`src/rtl/phy_err_stats.sv`:
```
module phy_err_stats #(
  parameter int CNT_W     = 16,
  parameter int ADDR_W    = 5,
  parameter int BASE_ADDR = 21,
  parameter int N_CNT     = 5
) (
  input  logic              clk,
  input  logic              rst_n,
  input  logic              frm_start,
  input  logic              frm_end,
  input  logic              sym_err,
  input  logic              rx_early_eof,
  input  logic              eof_err_10,
  input  logic              jabber_det,
  input  logic              rd_en,
  input  logic [ADDR_W-1:0] rd_addr,
  output logic [CNT_W-1:0]  rd_data
);

  localparam logic [CNT_W-1:0] FULL = {CNT_W{1'b1}};

  logic             bad_q;
  logic             frame_bad;
  logic [N_CNT-1:0] inc;
  logic [N_CNT-1:0] hit;
  logic [CNT_W-1:0] cnt_q [N_CNT];
  logic [CNT_W-1:0] sel;

  assign frame_bad = frm_end & (bad_q | sym_err | rx_early_eof);
  assign inc = {jabber_det, eof_err_10, rx_early_eof, sym_err, frame_bad};

  always_ff @(posedge clk or negedge rst_n) begin
    if (!rst_n)         bad_q <= 1'b0;
    else if (frm_end)   bad_q <= 1'b0;
    else if (frm_start) bad_q <= sym_err | rx_early_eof;
    else                bad_q <= bad_q | sym_err | rx_early_eof;
  end

  for (genvar i = 0; i < N_CNT; i++) begin : g_cnt
    assign hit[i] = rd_en && (rd_addr == ADDR_W'(BASE_ADDR + i));

    always_ff @(posedge clk or negedge rst_n) begin
      if (!rst_n)                       cnt_q[i] <= '0;
      else if (hit[i])                  cnt_q[i] <= {{(CNT_W-1){1'b0}}, inc[i]};
      else if (inc[i] && cnt_q[i] != FULL) cnt_q[i] <= cnt_q[i] + 1'b1;
    end

    p_sat_hold_r3: assert property (@(posedge clk) disable iff (!rst_n)
      (cnt_q[i] == FULL && !hit[i]) |=> cnt_q[i] == FULL);
    p_clear_on_read_r4: assert property (@(posedge clk) disable iff (!rst_n)
      (hit[i] && !inc[i]) |=> cnt_q[i] == '0);
    p_race_keeps_event_r5: assert property (@(posedge clk) disable iff (!rst_n)
      (hit[i] && inc[i]) |=> cnt_q[i] == CNT_W'(1));
    p_no_event_stable_r7: assert property (@(posedge clk) disable iff (!rst_n)
      (!hit[i] && !inc[i]) |=> $stable(cnt_q[i]));
  end

  always_comb begin
    sel = '0;
    for (int i = 0; i < N_CNT; i++)
      if (hit[i]) sel = cnt_q[i];
  end

  always_ff @(posedge clk or negedge rst_n) begin
    if (!rst_n) rd_data <= '0;
    else        rd_data <= sel;
  end

  p_one_hit_r1: assert property (@(posedge clk) disable iff (!rst_n) $onehot0(hit));
  p_idle_zero_r9: assert property (@(posedge clk) disable iff (!rst_n)
    !rd_en |=> rd_data == '0);
  p_frame_only_at_end_r6: assert property (@(posedge clk) disable iff (!rst_n)
    (!frm_end && !hit[0]) |=> $stable(cnt_q[0]));

endmodule

```
`config.mk`:
```
export PLATFORM = sky130hd
export DESIGN_NAME = phy_err_stats
export DESIGN_NICKNAME = d
export VERILOG_FILES = /design/src/rtl/phy_err_stats.sv
export SDC_FILE = /design/constraint.sdc
export NUM_CORES = 1
export LEC_CHECK = 0
export CAP_MARGIN = 20
export CORE_AREA = 2 2 155 157
export CTS_BUF_LIST = sky130_fd_sc_hd__clkbuf_4
export CTS_CLUSTER_DIAMETER = 30
export DETAILED_ROUTE_END_ITERATION = 6
export DIE_AREA = 0 0 157 159
export HOLD_SLACK_MARGIN = 0.05
export PLACE_DENSITY = 0.44
export SLEW_MARGIN = 25
export SYNTH_ARGS = -nofsm -noshare
export SYNTH_HDL_FRONTEND = slang
export SYNTH_SLANG_ARGS = --single-unit
```
`constraint.sdc`:
```
create_clock -name clk -period 4.7 [get_ports clk]
set_input_delay 1.175 -clock clk [delete_from_list [all_inputs] [get_ports clk]]
set_output_delay 1.175 -clock clk [all_outputs]
set_load 0.005 [all_outputs]
```
After elaboration in Yosys (flattened, before gate mapping) --
Cells that the tools add are included.
Operators by class: $add $sub $neg 5, multiply operators 0, divide/modulo/power cells 0, order comparisons 0, equality and inequality tests 10, shift operators 0, multiplexer cells 17, bitwise logic cells 4, reductions and logical operators 15
Operators with widths (number):
- 16-bit 2-to-1 mux | 15
- 16-bit by 1-bit adder with 16-bit output, second input constant | 5
- 16-bit != test, second input constant | 5
- 5-bit equality test, second input constant | 5
- 1-bit logical AND | 10
- 2-bit nonzero test | 5
- 1-bit bitwise OR | 3
- 1-bit 2-to-1 mux | 2
- 1-bit AND | 1
Word-level totals: register bits after elaboration 97, latch bits 0, bits in writable memories 0, ROM bits 0, input bits 14, output and inout bits 16, logic and storage cells 58, memories 0

Depth between registers and ports, before layout --
Gate-level depths: netlist of the first run.
word-level depth 7, depth in mapped cells 7, gate-level depth less buffers 6

Worst setup path before layout of the first run --
OpenSTA, ideal clock, no wires.
path kind input to register, from in rd_addr[3], to reg cnt_q[37] (netlist name), library setup time 0.132 ns, data arrival time 2.312 ns, data required time 4.568 ns, slack 2.256 ns, stages on the path 5, path buffers 2, path through nand4b_1 nor2_1 clkbuf_1 clkbuf_1 nor2_1
Between the ends: longest elaborated chain between the ends 3, elaborated cells on any way between the ends 4, those cells by class 1 x eq/ne; 1 x mux; 2 x reduce/logical
Ends and longest elaborated chain:
- start: declaration | line 16 | input logic [ADDR_W-1:0] rd_addr,
- 5-bit equality test (*) | line 40 | assign hit[i] = rd_en && (rd_addr == ADDR_W'(BASE_ADDR + i));
- 1-bit logical AND (*) | line 40
- 16-bit 2-to-1 mux or 2-bit nonzero test (tied branches)
- end signal: indexed assignment | line 44 | else if (hit[i]) cnt_q[i] <= {{(CNT_W-1){1'b0}}, inc[i]};
- end: declaration | line 26 | logic [CNT_W-1:0] cnt_q [N_CNT];
Mark *: on every way between the ends. The rest lies on a longest branch, timed or not. A chain may end at the register's enable or synchronous reset.

Final worst setup path of the first run --
from in rd_addr[3], to reg rd_data[15]
Between the ends: longest elaborated chain between the ends 7, elaborated cells on any way between the ends 15, those cells by class 5 x eq/ne; 5 x mux; 5 x reduce/logical
Ends and longest elaborated chain:
- 5-bit equality test | line 40
- 1-bit logical AND | line 40
- 16-bit 2-to-1 mux (4 in a row) | line 61 | if (hit[i]) sel = cnt_q[i];
- 16-bit 2-to-1 mux (*) | line 61
- via sel[15] | line 27 | logic [CNT_W-1:0] sel;
- end signal: assignment | line 66 | else rd_data <= sel;
- end: declaration | line 17 | output logic [CNT_W-1:0] rd_data
The timed path passes the listed nets; every way through them passes the cells marked *.

==> results.yml, run 1 <==
status:
  status: "complete, but fails checks"
  violations: "design-rule violations"
timing:
  finalSetupTns_ps: 0
  fmax_ghz: 0.339
  setup_viol: 0
  finalCritPeriodShare_pct: 62.7
  worst_pin_slew_ps: 887
  maxSlewViolCount: 0
  fin_crit_ps: 2950
  final-hold-violation-count: 0
  skew_ps: 24.4
  rsz0062_at_grt: "false"
  max_slew_margin_pct: 40.8
critical_path:
  cp_max_fo: 23
  arrival_ps: 3410
  r2r_start: "cnt_q[0]"
  start_kind: "input port"
  critical_path_class: "input port to flip-flop"
  crit_start: "rd_addr[3]"
  worstPathRequired_ps: 5160
  end_kind: "flip-flop"
place:
  portBuffers: 29
  hpwlAfterDp_mm: 11.3
  gp_congestion: 0.853
cts:
  cts_inserted_buffers: 9
  clkTransAtPathRegs_ps: 180
  clock_sinks: 97
  cts_max_level: 3
  cts_tree: "built"
  postCtsSetupBuffers: 0
  postCtsResizedCells: 0
  root_buffer: "clkbuf_4"
  clk_latency_ps: 510
  cts_hold_buffers: 0
  clock_path_buffers: 2
cells_and_area:
  fillers: 2468
  drive_above_1_share_pct: 8.14
  multi_input_area_mm2: 0.00272
  final_common_cell: "dfrtp_1"
  seq_area_mm2: 0.00243
  fin_util_pct: 26.2
  syn2layout_area_growth_pct: 15.2
  nets: 604
  mostFrequentLayoutCells: "97 x dfrtp_1, 89 x nor2_1, 40 x nand2_1, 33 x a21oi_1, 30 x xor2_1"
power:
  p_per_area_mw_per_mm2: 325
  leakagePower_nw: 2.60
  power_w: 0.00197
  vdd_ir_drop_max_uv: 146
synth:
  postSynth.asyncResetShare_pct: 100
  yosys.area.top_type: "dfrtp_1"
  synth.avg_cell_area_um2: 9.39
  synth_seq_cells: 97
  synth_fp_nets: 580
  synth_edf_count: 0
  synth_ff_type: "dfrtp_1"
  syn_inst: 561
  ys_types: 60
  netlist_area_mm2: 0.00527
  ys.warnings.count: 0
  synth_top_area_share_pct: 46.1
  ys_seq_area_share_pct: 46.1
  ys_top_cells_by_area: "dfrtp_1 46%, nor2_1 6.6%, xor2_1 5.0%"
floorplan:
  boundaryPins: 30
  start_util_pct: 22.7
  coreArea_mm2: 0.0232
  placementRows: 56
  die_area_mm2: 0.0250
  die_h_um: 159
  die_x_um: 157
drt:
  ant_nets: 0
  drt-initial-drc-count: 400
  routed_wl_mm: 15.4
  first_pass_iters: 7
  vias: 4397
  drc_errors: 1
  avgViaCountPerCell: 4.83
  wire_per_inst_um: 16.9
global_routing:
  grt_max_degree: 71
  grt_use_total_pct: 12.7
  grt.overflow.total: 0
  grt_antenna_before_repair: 1
  grt_pass1_wl_mm: 24.7
  grt_pass1_vias: 4353
run:
  drv_cap: 0
hold_path:
  hold_class: "flip-flop to flip-flop"
  min_from: "bad_q"
## synth_stat cells (all sizes together) (2+ instances only)
library cell / n
nand4bb: 2
inv: 6
and3: 11
nand3: 28
ha: 5
o22ai: 2
or2: 4
nor2: 93
a222oi: 16
clkbuf: 22
a31oi: 5
o2111ai: 2
a21o: 16
nand4: 25
buf: 4
xnor2: 17
mux2i: 9
and2: 2
o211ai: 9
or4: 3
a21oi: 34
nor4: 7
or3: 5
nor3: 14
nor3b: 5
dfrtp: 97
a41o: 2
and4: 13
o21ai: 12
a41oi: 2
xor2: 30
nand3b: 2
nand2b: 5
nand2: 40
## worst paths after layout
| path | slack, ps | cells past startpoint | endpoint |
|---|---|---|---|
| worst max register to register | 2600 | 6 | cnt_q[3] |
| worst min register to register | 580 | 2 | bad_q |
| max in group asynchronous | 3240 | 2 | cnt_q[24] |
| worst min-delay path | 580 | 2 | bad_q |
| worst max-delay path | 1750 | 6 | rd_data[15] |
| min in group asynchronous | 630 | 1 | cnt_q[42] |
## power breakdown
group	switching (W)	internal (W)	total (W)
Clock	0.000345	0.000125	0.000470
Combinational	0.000170	0.000155	0.000325
Sequential	0.000225	0.000952	0.00118
Total	0.000740	0.00123	0.00197
## per-layer routing
layer,wire length [um],GRT usage (%)
met2,7400,20.8
met3,638,2.91
met4,103,2.79
met5,0,0
met1,7220,17.2
## cell families (layout without fill, tap and decap cells)
group / Yosys count / after routing / synth area share [%]
simple gates: 263 / 263 / 26.3
compound gates: 108 / 108 / 14.4
flops: 97 / 97 / 46.1
xor+xnor: 47 / 47 / 7.81
buf+inv: 32 / 61 / 2.57
mux: 9 / 9 / 1.71
fa+ha+maj: 5 / 5 / 1.19
other cells: 0 / 1 / 0
## worst max-delay path: stages
cell	delay, ps
clkdlybuf4s50_1	430
nand4b_1	320
nor2_2	750
a222oi_1	300
a21oi_1	300
a21o_1	120
## flip-flops by register name, summed over array words and instances (netlist names)
signal and cells:
cnt_q 80, rd_data 16, bad_q 1
## stage by stage
step	hold WS [ps]	setup WS [ps]	cells	instance area [um^2]
floorplan	500	2260	561	5270
global placement	546	1180	893	5930
global route	615	1630	910	6070
CTS	585	1740	909	6060
finish	582	1750	910	6070
detailed placement	554	1200	893	5930
## area by class of cell
class                      count  share of cell area [%]
antenna                        1                  0.0412
clock buffer                   9                    1.11
clock inverter                 7                    1.13
multi-input combinational    432                    44.7
tap                          319                    6.58
inverter                       6                   0.371
sequential                    97                    40.0
timing repair buffer          39                    6.04
Power figures use the tool's default switching activity.
==> inputs of run 2 (changes only) <==
clock period = 2.8 ns   (was 4.7 ns; I/O delays follow)
==> results.yml, run 2 (synthesis results as in run 1) <==
timing:
  setup_viol: 0
  fmax_ghz: 0.405
  finalSetupTns_ps: 0
  fin_crit_ps: 2470
  final-hold-violation-count: 0
  skew_ps: 22.3
  max_slew_margin_pct: 53.3
  rsz0062_at_grt: "false"
  maxSlewViolCount: 0
  finalCritPeriodShare_pct: 88.2
  worst_pin_slew_ps: 701
global_routing:
  grt_pass1_wl_mm: 24.5
  grt_max_degree: 45
  grt_antenna_before_repair: 2
  grt_use_total_pct: 12.6
  met3_usage_pct: 3.08
  grt_pass1_vias: 4334
  grtUsageMet2_pct: 18.9
  grt.overflow.total: 0
  use_met1_pct: 18.2
  busiest_layer: "met2"
cts:
  cts_max_level: 3
  clock_path_buffers: 2
  clkTransAtPathRegs_ps: 160
  postCtsResizedCells: 0
  root_buffer: "clkbuf_4"
  postCtsSetupBuffers: 0
  cts_hold_buffers: 0
  cts_inserted_buffers: 9
  clk_latency_ps: 490
  clock_sinks: 97
  cts_tree: "built"
critical_path:
  r2r_cells: 6
  cp_max_fo: 32
  critical_path_class: "input port to flip-flop"
  worstPathRequired_ps: 3190
  start_kind: "input port"
  arrival_ps: 2860
  crit_slowest_cell: "clkdlybuf4s50_1"
  end_kind: "flip-flop"
  crit_end: "rd_data[8]"
  crit_start: "rd_addr[1]"
  slowest_delay_ps: 560
  crit_chain: "clkdlybuf4s50_1, nand4b_1, nor2_2, buf_12, a222oi_1, buf_4, a21oi_1, a21o_1"
  r2r_end: "cnt_q[9]"
  r2r_start: "cnt_q[1]"
  r2r_setup_slack_ps: 700
floorplan:
  die_h_um: 159
  die_x_um: 157
  start_util_pct: 22.7
  coreArea_mm2: 0.0232
  boundaryPins: 30
  die_area_mm2: 0.0250
  placementRows: 56
drt:
  vias: 4419
  avgViaCountPerCell: 4.78
  drt-initial-drc-count: 443
  ant_nets: 0
  routed_wl_mm: 15.0
  wire_per_inst_um: 16.3
  first_pass_iters: 7
  drc_errors: 0
power:
  swShare_pct: 32.3
  seqPwrFrac_pct: 54.0
  vdd_ir_drop_max_uv: 278
  switching_power_w: 0.00119
  p_int_w: 0.00249
  clkPwrFrac_pct: 31.1
  leakagePower_nw: 2.72
  p_per_area_mw_per_mm2: 584
  combPwrFrac_pct: 14.9
hold_path:
  hold_class: "input port to asynchronous set/reset pin"
cells_and_area:
  final_common_cell: "dfrtp_1"
  mostFrequentLayoutCells: "97 x dfrtp_1, 89 x nor2_1, 40 x nand2_1, 33 x a21oi_1, 30 x xor2_1"
  top_regs: "cnt_q (80), rd_data (16), bad_q (1)"
  nets: 617
  syn2layout_area_growth_pct: 19.8
  drive_above_1_share_pct: 10.1
  top_register: "cnt_q"
  fin_util_pct: 27.2
  largest_register_ffs: 80
  fillers: 2455
status:
  status: "finished, final reports clean"
run:
  drv_cap: 0
place:
  hpwlAfterDp_mm: 11.0
  gp_congestion: 0.829
  portBuffers: 29
==> run 2: worst max-delay path, delay by kind of cell <==
family | cells | cell delay, ps
simple gates | 2 | 390
buf+inv | 3 | 930
compound gates | 3 | 820
==> run 2: area by class of cell <==
type | instances | area [um^2] | share of cell area (%)
diodes | 2 | 5.00 | 0.0793
clock buffers | 9 | 67.6 | 1.07
clock inverters | 7 | 164 | 2.60
inverters | 6 | 22.5 | 0.357
multi-input cells | 432 | 2720 | 43.0
flip-flops and latches | 97 | 2430 | 38.5
well taps | 319 | 399 | 6.32
repair buffers | 52 | 510 | 8.09
==> run 2: power groups by stage <==
stage | Clock [W] | Sequential (W) | Combinational (W)
after detailed placement | 0 | 0.00201 | 0.000551
after global placement | 0 | 0.00202 | 0.000532
after global routing | 0.00124 | 0.00203 | 0.000638
final | 0.00115 | 0.00199 | 0.000547
after floorplan | 0 | 0.00182 | 0.000447
after CTS | 0.00119 | 0.00199 | 0.000555
==> run 2: worst min path at each step <==
stage | start | to | slack, ps | cells past startpoint
2_1_floorplan | rst_n | bad_q | 400 | 0
3_3_place_gp | bad_q | bad_q | 530 | 2
3_5_place_dp | bad_q | bad_q | 550 | 2
4_1_cts | rst_n | cnt_q[39] | 90 | 1
5_1_grt | rst_n | cnt_q[39] | 90 | 1
6_report | rst_n | cnt_q[41] | 120 | 1
==> run 2: routing by layer <==
metal / wire [um] / vias up
met4: 148 / 0
met1: 7330 / 2176
li1: - / 2129
met3: 719 / 9
met2: 6830 / 105
met5: 0 / -
==> run 2: metrics by stage <==
stage	power, W	hold slack, ps	instances	setup slack, ps	area (um^2)
after floorplan	0.00227	404	561	831	5270
after global placement	0.00256	532	906	-165	6070
after detailed placement	0.00257	545	906	-118	6070
after CTS	0.00373	88.0	922	423	6310
after global routing	0.00391	85.5	924	279	6310
final	0.00368	116	924	329	6310
==> inputs of run 3 (changes only) <==
CAP_MARGIN = 0   (was 20)
CORE_AREA = 2 2 112 114   (was 2 2 155 157)
DIE_AREA = 0 0 114 116   (was 0 0 157 159)
PLACE_DENSITY = 0.69   (was 0.44)
==> results.yml, run 3 (synthesis results as in run 1) <==
status:
  status: "complete, but fails checks"
  violations: "design-rule violations"
drt:
  drc_errors: 1
  wl_met2_mm: 6.38
  ant_nets: 0
  vias: 4465
  first_pass_iters: 7
  drt-met1-wl_mm: 5.90
  wl_met3_um: 774
  wire_per_inst_um: 18.0
  drt-initial-drc-count: 400
  topRoutingLayerUsed: "met4"
  routed_wl_mm: 13.3
  avgViaCountPerCell: 6.01
timing:
  worst_pin_slew_ps: 680
  setup_viol: 0
  maxSlewViolCount: 0
  rsz0062_at_grt: "false"
  finalSetupTns_ps: 0
  skew_ps: 24.1
  finalCritPeriodShare_pct: 78.7
  fmax_ghz: 0.454
  max_slew_margin_pct: 54.7
  fin_crit_ps: 2200
  final-hold-violation-count: 0
power:
  p_int_w: 0.00214
  vdd_ir_drop_max_uv: 347
  switching_power_w: 0.00114
  clkPwrFrac_pct: 23.3
  p_per_area_mw_per_mm2: 556
  seqPwrFrac_pct: 59.9
  leakagePower_nw: 2.64
  swShare_pct: 34.8
  combPwrFrac_pct: 16.9
cts:
  clkTransAtPathRegs_ps: 160
  postCtsSetupBuffers: 0
  clock_path_buffers: 2
  cts_hold_buffers: 0
  postCtsResizedCells: 0
  clock_sinks: 97
  root_buffer: "clkbuf_4"
  clk_latency_ps: 490
  cts_tree: "built"
  cts_max_level: 3
  cts_inserted_buffers: 9
global_routing:
  grt_use_total_pct: 21.8
  grt_antenna_before_repair: 1
  grt_max_degree: 53
  grt_pass1_vias: 4302
  grt_pass1_wl_mm: 22.4
  grt.overflow.total: 0
critical_path:
  cp_max_fo: 18
  arrival_ps: 2630
  r2r_end: "cnt_q[3]"
  end_kind: "flip-flop"
  r2r_setup_slack_ps: 700
  critical_path_class: "input port to flip-flop"
  worstPathRequired_ps: 3220
  r2r_start: "cnt_q[0]"
  r2r_cells: 6
  start_kind: "input port"
floorplan:
  die_h_um: 116
  placementRows: 40
  boundaryPins: 30
  start_util_pct: 44.2
  die_area_mm2: 0.0132
  coreArea_mm2: 0.0119
  die_x_um: 114
cells_and_area:
  finalInstanceArea_mm2: 0.00591
  largest_register_ffs: 80
  top_register: "cnt_q"
  final_common_cell: "dfrtp_1"
  nets: 609
  top_regs: "cnt_q (80), rd_data (16), bad_q (1)"
  drive_above_1_share_pct: 8.74
  mostFrequentLayoutCells: "97 x dfrtp_1, 89 x nor2_1, 40 x nand2_1, 33 x a21oi_1, 30 x xor2_1"
  syn2layout_area_growth_pct: 12.2
place:
  portBuffers: 29
  gp_congestion: 0.969
  hpwlAfterDp_mm: 9.80
  dpl_cell_area_mm2: 0.00577
run:
  drv_cap: 0
hold_path:
  hold_class: "input port to asynchronous set/reset pin"
-- run 3: cell types whose count changed in the layout (fill, tap and decap cells not counted), sizes merged --
cell	delta
buf	-8
bufinv	-4
clkinv	+3
clkbuf	+1
diode	-1
-- run 3: power by group through the flow --
stage	logic, W	registers (W)	clock network, W
after floorplan	0.000447	0.00182	0
after global placement	0.000521	0.00199	0
after detailed placement	0.000553	0.00198	0
after CTS	0.000557	0.00196	0.000783
after global routing	0.000635	0.00201	0.000848
final	0.000554	0.00197	0.000765
-- run 3: per-layer routing --
layer / global-route usage [%] / vias to the layer above
met3: 5.13 / 19
met5: 0 / -
met4: 6.91 / 0
met2: 35.6 / 142
met1: 28.8 / 2194
li1: - / 2110
-- run 3: stage by stage --
step           util (%)  setup WS (ps)  hold WS (ps)  instances  power [W]
3_3_place_gp       48.5            175           528        726    0.00251
3_5_place_dp       48.5            139           538        726    0.00253
2_1_floorplan         -            831           404        561    0.00227
6_report           49.6            597           225        743    0.00328
4_1_cts            49.6            649           236        742    0.00329
5_1_grt            49.6            534           248        743    0.00349
-- run 3: area by class of cell --
cell class | count | area, um^2
repair buffers | 44 | 425
clock inverters | 6 | 57.6
flip-flops and latches | 97 | 2430
multi-input cells | 432 | 2720
diodes | 1 | 2.50
inverters | 6 | 22.5
fillers | 1098 | 6000
clock buffers | 10 | 75.1
well taps | 147 | 184
-- run 3: worst max-delay path by stage --
stage | startpoint | cells after the start | end
6_report | rd_addr[3] | 6 | rd_data[15]
4_1_cts | rd_data[1] | 1 | rd_data[1]
2_1_floorplan | rd_addr[3] | 5 | cnt_q[37]
3_3_place_gp | rd_addr[2] | 6 | rd_data[11]
3_5_place_dp | rd_addr[3] | 6 | rd_data[15]
5_1_grt | rd_addr[3] | 7 | cnt_q[32]
-- run 3: worst max-delay path, stage by stage --
cell             delay [ps]
clkdlybuf4s50_1         440
nand4b_1                300
nor2_2                  590
a222oi_1                250
a21oi_1                 230
a21o_1                  110
